### config.mk
export PLATFORM = sky130hd
export DESIGN_NAME = rtc_flag_gen
export DESIGN_NICKNAME = d
export VERILOG_FILES = /design/src/rtl/rtc_flag_pkg.sv /design/src/rtl/rtc_run_fsm.sv /design/src/rtl/rtc_upd_det.sv /design/src/rtl/rtc_per_div.sv /design/src/rtl/rtc_flag_gen.sv
export SDC_FILE = /design/constraint.sdc
export NUM_CORES = 1
export LEC_CHECK = 0
export BUFFER_PORTS_ARGS = -buffer_cell sky130_fd_sc_hd__buf_2
export CORE_MARGIN = 4
export CORE_UTILIZATION = 53
export DETAILED_ROUTE_END_ITERATION = 8
export HOLD_SLACK_MARGIN = 0.15
export PLACE_DENSITY = 0.86
export SLEW_MARGIN = 0
export SYNTH_ARGS = -nofsm -noshare
export SYNTH_HDL_FRONTEND = slang
export SYNTH_SLANG_ARGS = --single-unit
export TNS_END_PERCENT = 5
### constraint.sdc
create_clock -name clk -period 5.8 [get_ports clk]
set_input_delay 0.58 -clock clk [delete_from_list [all_inputs] [get_ports clk]]
set_output_delay 0.58 -clock clk [all_outputs]
set_load 0.03 [all_outputs]
### src/rtl/rtc_flag_pkg.sv
package rtc_flag_pkg;
    typedef enum logic {S_OFF = 1'b0, S_RUN = 1'b1} run_state_t;

    localparam int STAT_W     = 16;
    localparam int ST_UPD     = 4;
    localparam int ST_ALM     = 5;
    localparam int ST_PER     = 6;
    localparam int ST_PEND    = 7;
    localparam int ST_CNT_LSB = 8;
    localparam int ST_CNT_W   = 8;
endpackage

### src/rtl/rtc_run_fsm.sv
module rtc_run_fsm
    import rtc_flag_pkg::*;
(
    input  logic clk,
    input  logic rst_n,
    input  logic any_en_i,
    output logic run_o
);
    run_state_t state_q, state_d;

    always_ff @(posedge clk) begin
        if (!rst_n) state_q <= S_OFF;
        else        state_q <= state_d;
    end

    always_comb begin
        state_d = state_q;
        unique case (state_q)
            S_OFF: if (any_en_i)  state_d = S_RUN;
            S_RUN: if (!any_en_i) state_d = S_OFF;
        endcase
    end

    always_comb run_o = (state_q == S_RUN);

    // enabling always leaves S_OFF on the next edge
    a_r8_leave_off: assert property (@(posedge clk) disable iff (!rst_n)
        (state_q == S_OFF && any_en_i) |=> (state_q == S_RUN));
endmodule

### src/rtl/rtc_upd_det.sv
module rtc_upd_det #(
    parameter int SEC_W = 6
) (
    input  logic             clk,
    input  logic             rst_n,
    input  logic             step_i,
    input  logic [SEC_W-1:0] sec_i,
    output logic             flag_o
);
    logic [SEC_W-1:0] prev_q;

    always_ff @(posedge clk) begin
        if (!rst_n)      prev_q <= '0;
        else if (step_i) prev_q <= sec_i;
    end

    assign flag_o = step_i && (sec_i != prev_q);

    // recorded seconds follow the sampled value after an enabled tick
    a_r2_prev_tracks: assert property (@(posedge clk) disable iff (!rst_n)
        step_i |=> (prev_q == $past(sec_i)));
endmodule

### src/rtl/rtc_per_div.sv
module rtc_per_div #(
    parameter int DIV_W  = 6,
    parameter int MISS_W = 8
) (
    input  logic              clk,
    input  logic              rst_n,
    input  logic              clr_i,
    input  logic              step_i,
    input  logic [MISS_W-1:0] miss_i,
    input  logic [DIV_W-1:0]  lim_i,
    output logic              fire_o
);
    localparam int SUM_W = ((DIV_W > MISS_W) ? DIV_W : MISS_W) + 2;

    logic [DIV_W-1:0] cnt_q;
    logic [SUM_W-1:0] nxt, lim_eff;

    assign lim_eff = (lim_i == '0) ? SUM_W'(1) : SUM_W'(lim_i);
    assign nxt     = SUM_W'(cnt_q) + SUM_W'(miss_i) + SUM_W'(1);
    assign fire_o  = step_i && (nxt >= lim_eff);

    always_ff @(posedge clk) begin
        if (!rst_n)      cnt_q <= '0;
        else if (clr_i)  cnt_q <= '0;
        else if (step_i) cnt_q <= fire_o ? '0 : nxt[DIV_W-1:0];
    end

    // a periodic flag leaves the counter at zero
    a_r3_fire_clears: assert property (@(posedge clk) disable iff (!rst_n)
        (step_i && fire_o) |=> (cnt_q == '0));
    // counter is held at zero while the tick path is off
    a_r8_cnt_cleared: assert property (@(posedge clk) disable iff (!rst_n)
        clr_i |=> (cnt_q == '0));
endmodule

### src/rtl/rtc_flag_gen.sv
module rtc_flag_gen
    import rtc_flag_pkg::*;
#(
    parameter int SEC_W  = 6,
    parameter int MIN_W  = 6,
    parameter int HOUR_W = 5,
    parameter int DIV_W  = 6,
    parameter int MISS_W = 8
) (
    input  logic              clk,
    input  logic              rst_n,
    input  logic              tick_i,
    input  logic [MISS_W-1:0] missed_i,
    input  logic [SEC_W-1:0]  sec_i,
    input  logic [MIN_W-1:0]  min_i,
    input  logic [HOUR_W-1:0] hour_i,
    input  logic              en_update_i,
    input  logic              en_periodic_i,
    input  logic              en_alarm_i,
    input  logic [SEC_W-1:0]  alm_sec_i,
    input  logic [MIN_W-1:0]  alm_min_i,
    input  logic [HOUR_W-1:0] alm_hour_i,
    input  logic [DIV_W-1:0]  per_div_i,
    output logic [15:0]       status_o,
    output logic              irq_o,
    output logic [MISS_W-1:0] lost_o
);
    logic run, proc, upd, per, alm, any_flag;
    logic [STAT_W-1:0] stat_d;

    rtc_run_fsm u_fsm (
        .clk      (clk),
        .rst_n    (rst_n),
        .any_en_i (en_update_i | en_periodic_i | en_alarm_i),
        .run_o    (run)
    );

    assign proc = run && tick_i;

    rtc_upd_det #(.SEC_W(SEC_W)) u_upd (
        .clk    (clk),
        .rst_n  (rst_n),
        .step_i (proc && en_update_i),
        .sec_i  (sec_i),
        .flag_o (upd)
    );

    rtc_per_div #(.DIV_W(DIV_W), .MISS_W(MISS_W)) u_per (
        .clk    (clk),
        .rst_n  (rst_n),
        .clr_i  (!run),
        .step_i (proc && en_periodic_i),
        .miss_i (missed_i),
        .lim_i  (per_div_i),
        .fire_o (per)
    );

    assign alm = proc && en_alarm_i && (sec_i == alm_sec_i)
                 && (min_i == alm_min_i) && (hour_i == alm_hour_i);
    assign any_flag = upd || per || alm;

    always_comb begin
        stat_d = '0;
        if (any_flag) begin
            stat_d[ST_UPD]  = upd;
            stat_d[ST_ALM]  = alm;
            stat_d[ST_PER]  = per;
            stat_d[ST_PEND] = 1'b1;
            stat_d[ST_CNT_LSB +: ST_CNT_W] = ST_CNT_W'(1);
        end
    end

    always_ff @(posedge clk) begin
        if (!rst_n) begin
            status_o <= '0;
            irq_o    <= 1'b0;
            lost_o   <= '0;
        end else begin
            irq_o <= proc && any_flag;
            if (proc) begin
                status_o <= stat_d;
                lost_o   <= missed_i;
            end
        end
    end

    // strobe always comes with a pending, count-1 word
    a_r6_irq_word: assert property (@(posedge clk) disable iff (!rst_n)
        irq_o |-> (status_o[ST_PEND] && status_o[15:8] == 8'd1));
    // no strobe follows a cycle spent off
    a_r8_off_quiet: assert property (@(posedge clk) disable iff (!rst_n)
        !run |=> !irq_o);
    // lost count holds when no tick is processed
    a_r7_lost_hold: assert property (@(posedge clk) disable iff (!rst_n)
        !proc |=> $stable(lost_o));
    // an alarm bit needs the alarm enable on the tick
    a_r4_alarm_gated: assert property (@(posedge clk) disable iff (!rst_n)
        (irq_o && status_o[ST_ALM]) |-> $past(en_alarm_i));
endmodule

Word-level counts from Yosys, hierarchy flattened
Cells that the tools add are included.
- RAM bits: 0
- memories kept: 0
- memory bits (read-only): 0
- register bits: 34
- word-level logic and storage cells: 33
- input port bits: 54
- latch bits: 0
- output and inout port bits: 25
- equal/unequal tests: 4
- multiplexer cells: 4
- bitwise operators: 2
- reduce and logical (&&, ||, !) cells: 14
- shift operators: 0
- magnitude comparators: 1
- $mul: 0
- $add $sub $neg: 2
- divide/modulo/power cells: 0
- operator list (operator ; number):
    equality test 6 bit ; 2
    two-way mux 6 bit ; 2
    adder 10 x 1 -> 10 bit, second input constant ; 1
    greater-or-equal comparator 10 bit ; 1
    logical AND 1 bit ; 10
    adder 6 x 8 -> 9 bit ; 1
    logical NOT 6 bit ; 1
    != test 6 bit ; 1
    equality test 5 bit ; 1
    two-way mux 5 bit ; 1
    logical OR 1 bit ; 2
    OR 1 bit ; 2
    AND reduction 2 bit ; 1
    two-way mux 1 bit ; 1

Longest topological paths before layout
Gate-level depths: netlist (run 1).
- depth after elaboration: 7
- mapped depth: 13
- depth with buffers taken out: 13

Hierarchy
Synthesis (run 1) repeated with hierarchy kept, for this count alone.
- cell total of the unflattened synthesis: 202
- area, all modules: 1784.2 µm²
- modules (own cells, without submodules) (module ; times used ; cells an instance ; seq. area each (µm²) ; area each (µm²)):
    rtc_flag_gen ; 1 ; 96 ; 260.2 ; 785.8
    rtc_per_div ; 1 ; 77 ; 120.1 ; 679.4
    rtc_upd_det ; 1 ; 27 ; 120.1 ; 292.8
    rtc_run_fsm ; 1 ; 2 ; 20.0 ; 26.3

Least setup slack after synthesis (run 1)
OpenSTA, ideal clock, no wires.
- path type: input-to-reg
- start: in missed_i[0]
- end: reg u_per.cnt_q[5]
- data required time: 5.713 ns
- library setup time: 0.087 ns
- arrival: 3.474 ns
- stages: 12
- path buffers: 0
- path slack: 2.239 ns
- path through: ha_1 fa_1 a211oi_1 nor2_1 nor4_2 xor2_1 ha_1 and3_1 a211oi_1 nand3b_2 nand2b_1 o31ai_1
- cells in the longest elaborated chain, start to end: 5
- RTL lines (element ; line ; text):
    from (decl) ; rtc_flag_gen.sv:13 ; input logic [MISS_W-1:0] missed_i,
    adder 6 x 8 -> 9 bit (*) ; rtc_per_div.sv:19 ; assign nxt = SUM_W'(cnt_q) + SUM_W'(miss_i) + SUM_W'(1);
    adder 10 x 1 -> 10 bit (*) ; rtc_per_div.sv:19 ;
    greater-or-equal comparator 10 bit ; rtc_per_div.sv:20 ; assign fire_o = step_i && (nxt >= lim_eff);
    logical AND 1 bit ; rtc_per_div.sv:20 ;
    two-way mux 6 bit (*) ; rtc_per_div.sv:25 ; else if (step_i) cnt_q <= fire_o ? '0 : nxt[DIV_W-1:0];
    to (signal assigned) ; rtc_per_div.sv:25 ;
    to (decl) ; rtc_per_div.sv:15 ; logic [DIV_W-1:0] cnt_q;
Every way passes the cells marked *; elsewhere a longest branch is shown, timed or not.
A chain may end at the register's enable or synchronous reset.

Worst setup path in the final report (run 1)
Ends and elaborated chain as after synthesis.

==> out/qor.yml, run 1 <==
yosys:
  synth_commonest_cells: "38 x sky130_fd_sc_hd__nand2_1, 26 x sky130_fd_sc_hd__dfxtp_1, 24 x sky130_fd_sc_hd__xor2_1, 15 x sky130_fd_sc_hd__a21boi_0"
  yosysSeqAreaShare_pct: 26.33
  synth_largest_type_area_fraction_pct: 26.33
  synthDominantAreaCellType: "sky130_fd_sc_hd__dfxtp_1"
  postSynth.topFlopCell: "sky130_fd_sc_hd__dfxtp_1"
  synth.area.top_cells: "sky130_fd_sc_hd__dfxtp_1 26%, sky130_fd_sc_hd__xor2_1 11%, sky130_fd_sc_hd__ha_1 8.2%, sky130_fd_sc_hd__nand2_1 7.2%, sky130_fd_sc_hd__a21boi_0 5.7%"
  count_of_flip_flops_with_a_built_in_enable_after_synthesis: 0
  yosys.cell_types.count: 48
  synthesized_instance_count: 241
  asyncSetResetFlopFracSynth_pct: 0
  ys_seq_elements: 26
  post_syn_area_sq_um: 1977
  post_synthesis_average_cell_area_sq_um: 8.203
  synth.most_common_cell: "sky130_fd_sc_hd__nand2_1"
  yosysWarningCount: 0
placement:
  port-buffer-count: 67
  place_hpwl_microns: 3894
  gp_routability_congestion: 0.8693
timing:
  max_slew.worst_pin.slew_ps: 634.1
  whs_ps: 465.7
  clock-skew-final_ps: 5.753
  tns_ps: 0
  maxSlewViolCount: 0
  max_freq_mhz: 270.4
  timing.final.setup_violations: 0
  layout_worst_path_cycle_share_pct: 63.77
  setup_repair_after_global_routing_missed_its_margin: "false"
  worst_slew_margin_rel_pct: 57.73
  min_period_ps: 3699
  hold_viol_final: 0
worst_setup_path:
  critical_path_buf_inv_count: 1
  max_stage_delay_ps: 440
  cp_data_required_time_ps: 6000
  cp-end-kind: "flop"
  cp.arrival_ps: 3890
  path_class: "input pin to flop"
  timing.critical_path.from_type: "input pin"
  cp_max_fo: 8
  critical-path-slowest-cell: "sky130_fd_sc_hd__nor4_2"
  cpLargestDelayFamily: "simple AND/OR/NAND/NOR gates"
  worstPathCellList: "buf_2 > ha_1 > fa_1 > a211oi_1 > nor2_1 > nor4_2 > xor2_1 > ha_1 > and3_1 > a211oi_1 > nand3b_2 > nand2b_1 > o31ai_1"
final_layout:
  postLayoutCoreUtil_pct: 68.11
  antenna_cells_inserted: 0
  ratio_of_cells_with_drive_above_1_in_the_final_layout_pct: 27.72
  ff_latch_area_sq_um: 520.5
  fill_cells: 295
  final_nets: 372
  multi_input_area_sq_um: 1348
  syn_to_final_growth_pct: 19.49
run_status:
  run_status: "finished, final reports clean"
global_route:
  grt_pass1_wl_microns: 7914
  antenna_violations_before_repair: 0
  grt_max_degree: 26
  first_global_vias: 1777
  overflow: 0
  grt_use_total_pct: 19.50
clock_tree:
  latest_clock_arrival_within_the_worst_skew_pair_ps: 270
  clk_pin_slew_worst_paths_ps: 90
  clk_root_buffer_cell: "sky130_fd_sc_hd__clkbuf_8"
  cts_tree: "built"
  htreeDepth: 1
  cts_hold_repair.buffers: 0
  cts_resized: 0
  cts.sink_count: 26
  bufs_on_longest_clock_path: 2
  cts_inserted_buffers: 3
  post_cts_setup_bufs: 0
power_and_ir_drop:
  internal_power_mw: 0.3224
  leak_pwr_nw: 1.093
  power.share.sequential_pct: 41.3
  switchingPower_mw: 0.1335
  ir_drop_mv: 0.1337
  power_switching_share_pct: 29.28
  combinational_share_of_power_pct: 26.1
  pwr-share-clk_pct: 32.6
  power_per_cell_area_nw_per_um2: 193.0
die:
  core-area_sq_um: 3468
  fp-row-count: 21
  die-height_microns: 69.08
  initial_utilization_pct: 57.00
  die_area_sq_um: 4771
  pin_count: 79
  chipWidth_microns: 69.08
drt:
  routed_wire_length_per_instance_microns: 13.85
  drt.antenna.violating_nets: 0
  detail_route.iter0.violations: 109
  routed_via_density: 5.521
  totalWireLength_microns: 4832
  via_count: 1927
  post-route-drc-count: 0
  drt_first_pass_iters: 4
job:
  cap_violations: 0
worst_hold_path:
  hold_class: "flop to flop"
==> per-layer routing <==
metal	GRT usage, %	up-vias	part of all wire [%]
met3	4.942	10	8.6
met4	5.857	0	1.9
met5	0	-	0
li1	-	958	-
met1	24.60	874	42
met2	32.52	85	48
==> power by group through the flow <==
| stage | registers, mW | logic, mW | clock network [mW] |
|---|---|---|---|
| after detailed placement | 0.192 | 0.117 | 0 |
| after global routing | 0.189 | 0.131 | 0.159 |
| after floorplan | 0.200 | 0.0756 | 0 |
| after CTS | 0.188 | 0.119 | 0.150 |
| final | 0.188 | 0.119 | 0.149 |
| after global placement | 0.192 | 0.114 | 0 |
==> registers in the layout (all words and copies together), names as in the netlist <==
name          flops
u_fsm.run_o       1
u_upd.prev_q      6
u_per.cnt_q       6
irq_o             1
status_o          4
lost_o            8
==> per-stage QoR <==
| step | power [mW] | setup slack (ps) | cell area (sq um) | std cells |
|---|---|---|---|---|
| final | 0.4559 | 2101 | 2362 | 349 |
| after floorplan | 0.2752 | 2239 | 2014 | 251 |
| after global placement | 0.3063 | 1954 | 2291 | 345 |
| after CTS | 0.4566 | 2130 | 2362 | 349 |
| after global routing | 0.4791 | 1822 | 2362 | 349 |
| after detailed placement | 0.3098 | 1853 | 2291 | 345 |
==> cell type report <==
type | count | area share (%)
multi-input cells | 198 | 57.04
flip-flops and latches | 26 | 22.03
repair buffers | 67 | 14.19
well taps | 46 | 2.436
clock buffers | 3 | 1.748
clock inverters | 1 | 1.271
inverters | 8 | 1.271
==> worst reg2reg max path, stage by stage, from the launching register on <==
cell	delay [ps]
sky130_fd_sc_hd__dfxtp_1	340
sky130_fd_sc_hd__ha_1	240
sky130_fd_sc_hd__fa_1	410
sky130_fd_sc_hd__a211oi_1	370
sky130_fd_sc_hd__nor2_1	150
sky130_fd_sc_hd__nor4_2	440
sky130_fd_sc_hd__xor2_1	250
sky130_fd_sc_hd__ha_1	290
sky130_fd_sc_hd__and3_1	190
sky130_fd_sc_hd__a211oi_1	280
sky130_fd_sc_hd__nand3b_2	210
sky130_fd_sc_hd__nand2b_1	210
sky130_fd_sc_hd__o31ai_1	170
==> final timing paths <==
check                 start              to  slack (ps)  depth (start not counted)
max             missed_i[0]  u_per.cnt_q[5]        2100                         13
min               lost_o[5]       lost_o[5]         470                          2
max reg2reg  u_per.cnt_q[0]  u_per.cnt_q[5]        2180                         12
min reg2reg       lost_o[5]       lost_o[5]         470                          2
==> kinds of logic after synthesis <==
| family | count (synthesis) | synth area share, % |
|---|---|---|
| flops | 26 | 26.33 |
| simple gates | 88 | 22.34 |
| compound gates | 57 | 22.09 |
| buf+inv | 27 | 7.406 |
| fa+ha+maj | 14 | 9.241 |
| other cells | 1 | 0.1897 |
| xor+xnor | 28 | 12.40 |
==> placed cells by master (no fill, tap or decap), types with 8 or more instances in the layout <==
cell type,synthesis,routed
sky130_fd_sc_hd__buf_2,0,67
sky130_fd_sc_hd__nand3_1,13,13
sky130_fd_sc_hd__xor2_1,24,24
sky130_fd_sc_hd__nor2_1,11,11
sky130_fd_sc_hd__conb_1,1,11
sky130_fd_sc_hd__dfxtp_1,26,26
sky130_fd_sc_hd__a21boi_0,15,15
sky130_fd_sc_hd__ha_1,13,13
sky130_fd_sc_hd__inv_1,8,8
sky130_fd_sc_hd__nand2_1,38,38
Power figures use the tool's default switching activity.
==> run 2, diff against run 1 <==
Settings changed: CORE_UTILIZATION 53 to 49, PLACE_DENSITY 0.86 to 0.81.
Clock period 5.8 ns to 3.8 ns, I/O delays scaled along.
==> out/qor.yml, run 2 (synthesis gave the netlist of run 1 again) <==
run_status:
  run_status: "finished, final reports clean"
final_layout:
  largest_register_ffs: 8  # unchanged
  ratio_of_cells_with_drive_above_1_in_the_final_layout_pct: 27.96  # +0.24 points
  antenna_cells_inserted: 0  # unchanged
  layout_common_cells: "67 x sky130_fd_sc_hd__buf_2, 38 x sky130_fd_sc_hd__nand2_1, 26 x sky130_fd_sc_hd__dfxtp_1, 24 x sky130_fd_sc_hd__xor2_1, 15 x sky130_fd_sc_hd__a21boi_0"
  syn_to_final_growth_pct: 19.18
  max_flop_register: "lost_o"
  regs_by_ff_count: "lost_o: 8 flops, u_per.cnt_q: 6 flops, u_upd.prev_q: 6 flops"
  final_common_cell: "sky130_fd_sc_hd__buf_2"
  fill_cells: 337  # +14%
  final_nets: 373  # +0.27%
  instances_no_fill: 352  # +0.86%
drt:
  via_count: 1881  # -2.4%
  post-route-drc-count: 0  # unchanged
  drt.antenna.violating_nets: 0  # unchanged
  routed_via_density: 5.344  # -3.2%
  detail_route.iter0.violations: 68  # -38%
  totalWireLength_microns: 4863  # +0.64%
  routed_wire_length_per_instance_microns: 13.82  # -0.22%
  drt_first_pass_iters: 4  # unchanged
placement:
  place_inst: 348  # +0.87%
  gp_routability_congestion: 0.8581  # -1.3%
  port-buffer-count: 67  # unchanged
  place_hpwl_microns: 3961  # +1.7%
clock_tree:
  cts_hold_repair.buffers: 0  # unchanged
  clk_root_buffer_cell: "sky130_fd_sc_hd__clkbuf_8"
  clk_pin_slew_worst_paths_ps: 90  # about the same
  cts_resized: 0  # unchanged
  bufs_on_longest_clock_path: 2  # unchanged
  cts_inserted_buffers: 3  # unchanged
  htreeDepth: 1  # unchanged
  latest_clock_arrival_within_the_worst_skew_pair_ps: 270  # about the same
  cts.sink_count: 26  # unchanged
  post_cts_setup_bufs: 0  # unchanged
  cts_tree: "built"
die:
  initial_utilization_pct: 52.42  # -4.6 points
  die-height_microns: 71.52  # +3.5%
  die_area_sq_um: 5114  # +7.2%
  fp-row-count: 22  # +4.8%
  core-area_sq_um: 3771  # +8.7%
  pin_count: 79  # unchanged
  chipWidth_microns: 71.52  # +3.5%
worst_setup_path:
  worst_reg2reg_endpoint: "u_per.cnt_q[1]"
  timing.rr.start: "u_per.cnt_q[0]"
  reg2regPathDepth: 11  # -1
  timing.reg2reg.setup_slack_ps: 270  # -1910 ps
  cp-end-kind: "flop"
  timing.critical_path.from_type: "flop"
  cp_max_fo: 8  # unchanged
  path_class: "flop to flop"
  cp_data_required_time_ps: 3970  # -2030 ps
  cp.arrival_ps: 3710  # -180 ps
job:
  cap_violations: 0  # unchanged
timing:
  hold_viol_final: 0  # unchanged
  max_slew.worst_pin.slew_ps: 611.7  # -22.34 ps
  setup_repair_after_global_routing_missed_its_margin: "false"
  maxSlewViolCount: 0  # unchanged
  layout_worst_path_cycle_share_pct: 92.93
  min_period_ps: 3532
  whs_ps: 328.7  # -137.0 ps
  tns_ps: 0  # unchanged
  timing.final.setup_violations: 0  # unchanged
  worst_slew_margin_rel_pct: 59.22  # +1.5 points
  clock-skew-final_ps: 5.833  # +0.08038 ps
  max_freq_mhz: 283.2
global_route:
  grt_pass1_wl_microns: 7935  # +0.27%
  grt_use_total_pct: 18.75  # -0.75 points
  overflow: 0  # unchanged
  antenna_violations_before_repair: 0  # unchanged
  grt_max_degree: 26  # unchanged
  first_global_vias: 1783  # +0.34%
worst_hold_path:
  min_to: "u_fsm.run_o"
  hold_start: "en_alarm_i"
  cells_on_worst_hold_path: 2  # unchanged
  hold_class: "input pin to flop"
power_and_ir_drop:
  ir_drop_mv: 0.1985  # +48%
  power_per_cell_area_nw_per_um2: 275.4  # +43%
  leak_pwr_nw: 1.091  # -0.14%
==> run 2: changes by cell type in the layout (fill, tap and decap cells not counted), sizes merged <==
cell / before / now
bufinv: 1 / 0
clkbuf: 3 / 4
buf: 67 / 68
==> run 2: where the power goes <==
part	internal [mW]	total [mW]	switching, mW
logic	0.0698	0.181	0.111
registers	0.282	0.287	0.00510
clock network	0.0927	0.182	0.0889
total	0.444	0.649	0.205
==> run 2: layer usage <==
layer  GRT usage, %  vias up  routed length (microns)
met2          32.35       58                     2417
met5              0        -                        0
li1               -      958                        -
met3          3.647        8                      296
met4          5.219        0                      100
met1          23.68      857                     2048
==> run 2: cell type report <==
cell class | count | area (sq um) | area share, %
clock buffer | 4 | 55.05 | 2.337
inverter | 8 | 30.03 | 1.275
multi-input combinational | 198 | 1348 | 57.20
sequential | 26 | 520.5 | 22.09
tap | 48 | 60.06 | 2.549
timing repair buffer | 68 | 342.8 | 14.55
==> run 2: worst max-delay path by stage <==
stage | startpoint | endpoint | cells after the start
final | u_per.cnt_q[0] | u_per.cnt_q[1] | 11
after global routing | u_per.cnt_q[0] | u_per.cnt_q[5] | 12
after CTS | u_per.cnt_q[0] | u_per.cnt_q[1] | 11
after detailed placement | missed_i[0] | u_per.cnt_q[1] | 12
after global placement | missed_i[0] | u_per.cnt_q[5] | 13
after floorplan | missed_i[0] | u_per.cnt_q[5] | 12
==> run 2: through the flow <==
step / setup WS, ps / power, mW / utilization (%) / area [sq um]
2_1_floorplan: 439.5 / 0.4201 / - / 2014
3_3_place_gp: 210.2 / 0.4684 / 61.02 / 2301
3_5_place_dp: 79.82 / 0.4732 / 61.02 / 2301
4_1_cts: 268.0 / 0.6515 / 62.48 / 2356
5_1_grt: 24.07 / 0.6903 / 62.48 / 2356
6_report: 268.5 / 0.6489 / 62.48 / 2356
==> run 2: worst max-delay path, cell delays in order, from the launching register on <==
cell and delay [ps]:
sky130_fd_sc_hd__dfxtp_1 330, sky130_fd_sc_hd__ha_1 230, sky130_fd_sc_hd__fa_1 420, sky130_fd_sc_hd__a211oi_1 370
sky130_fd_sc_hd__nor2_1 140, sky130_fd_sc_hd__nor4_2 400, sky130_fd_sc_hd__xor2_1 230, sky130_fd_sc_hd__ha_1 280
sky130_fd_sc_hd__and3_1 190, sky130_fd_sc_hd__a211oi_1 280, sky130_fd_sc_hd__nand3b_2 210, sky130_fd_sc_hd__o41ai_1 350
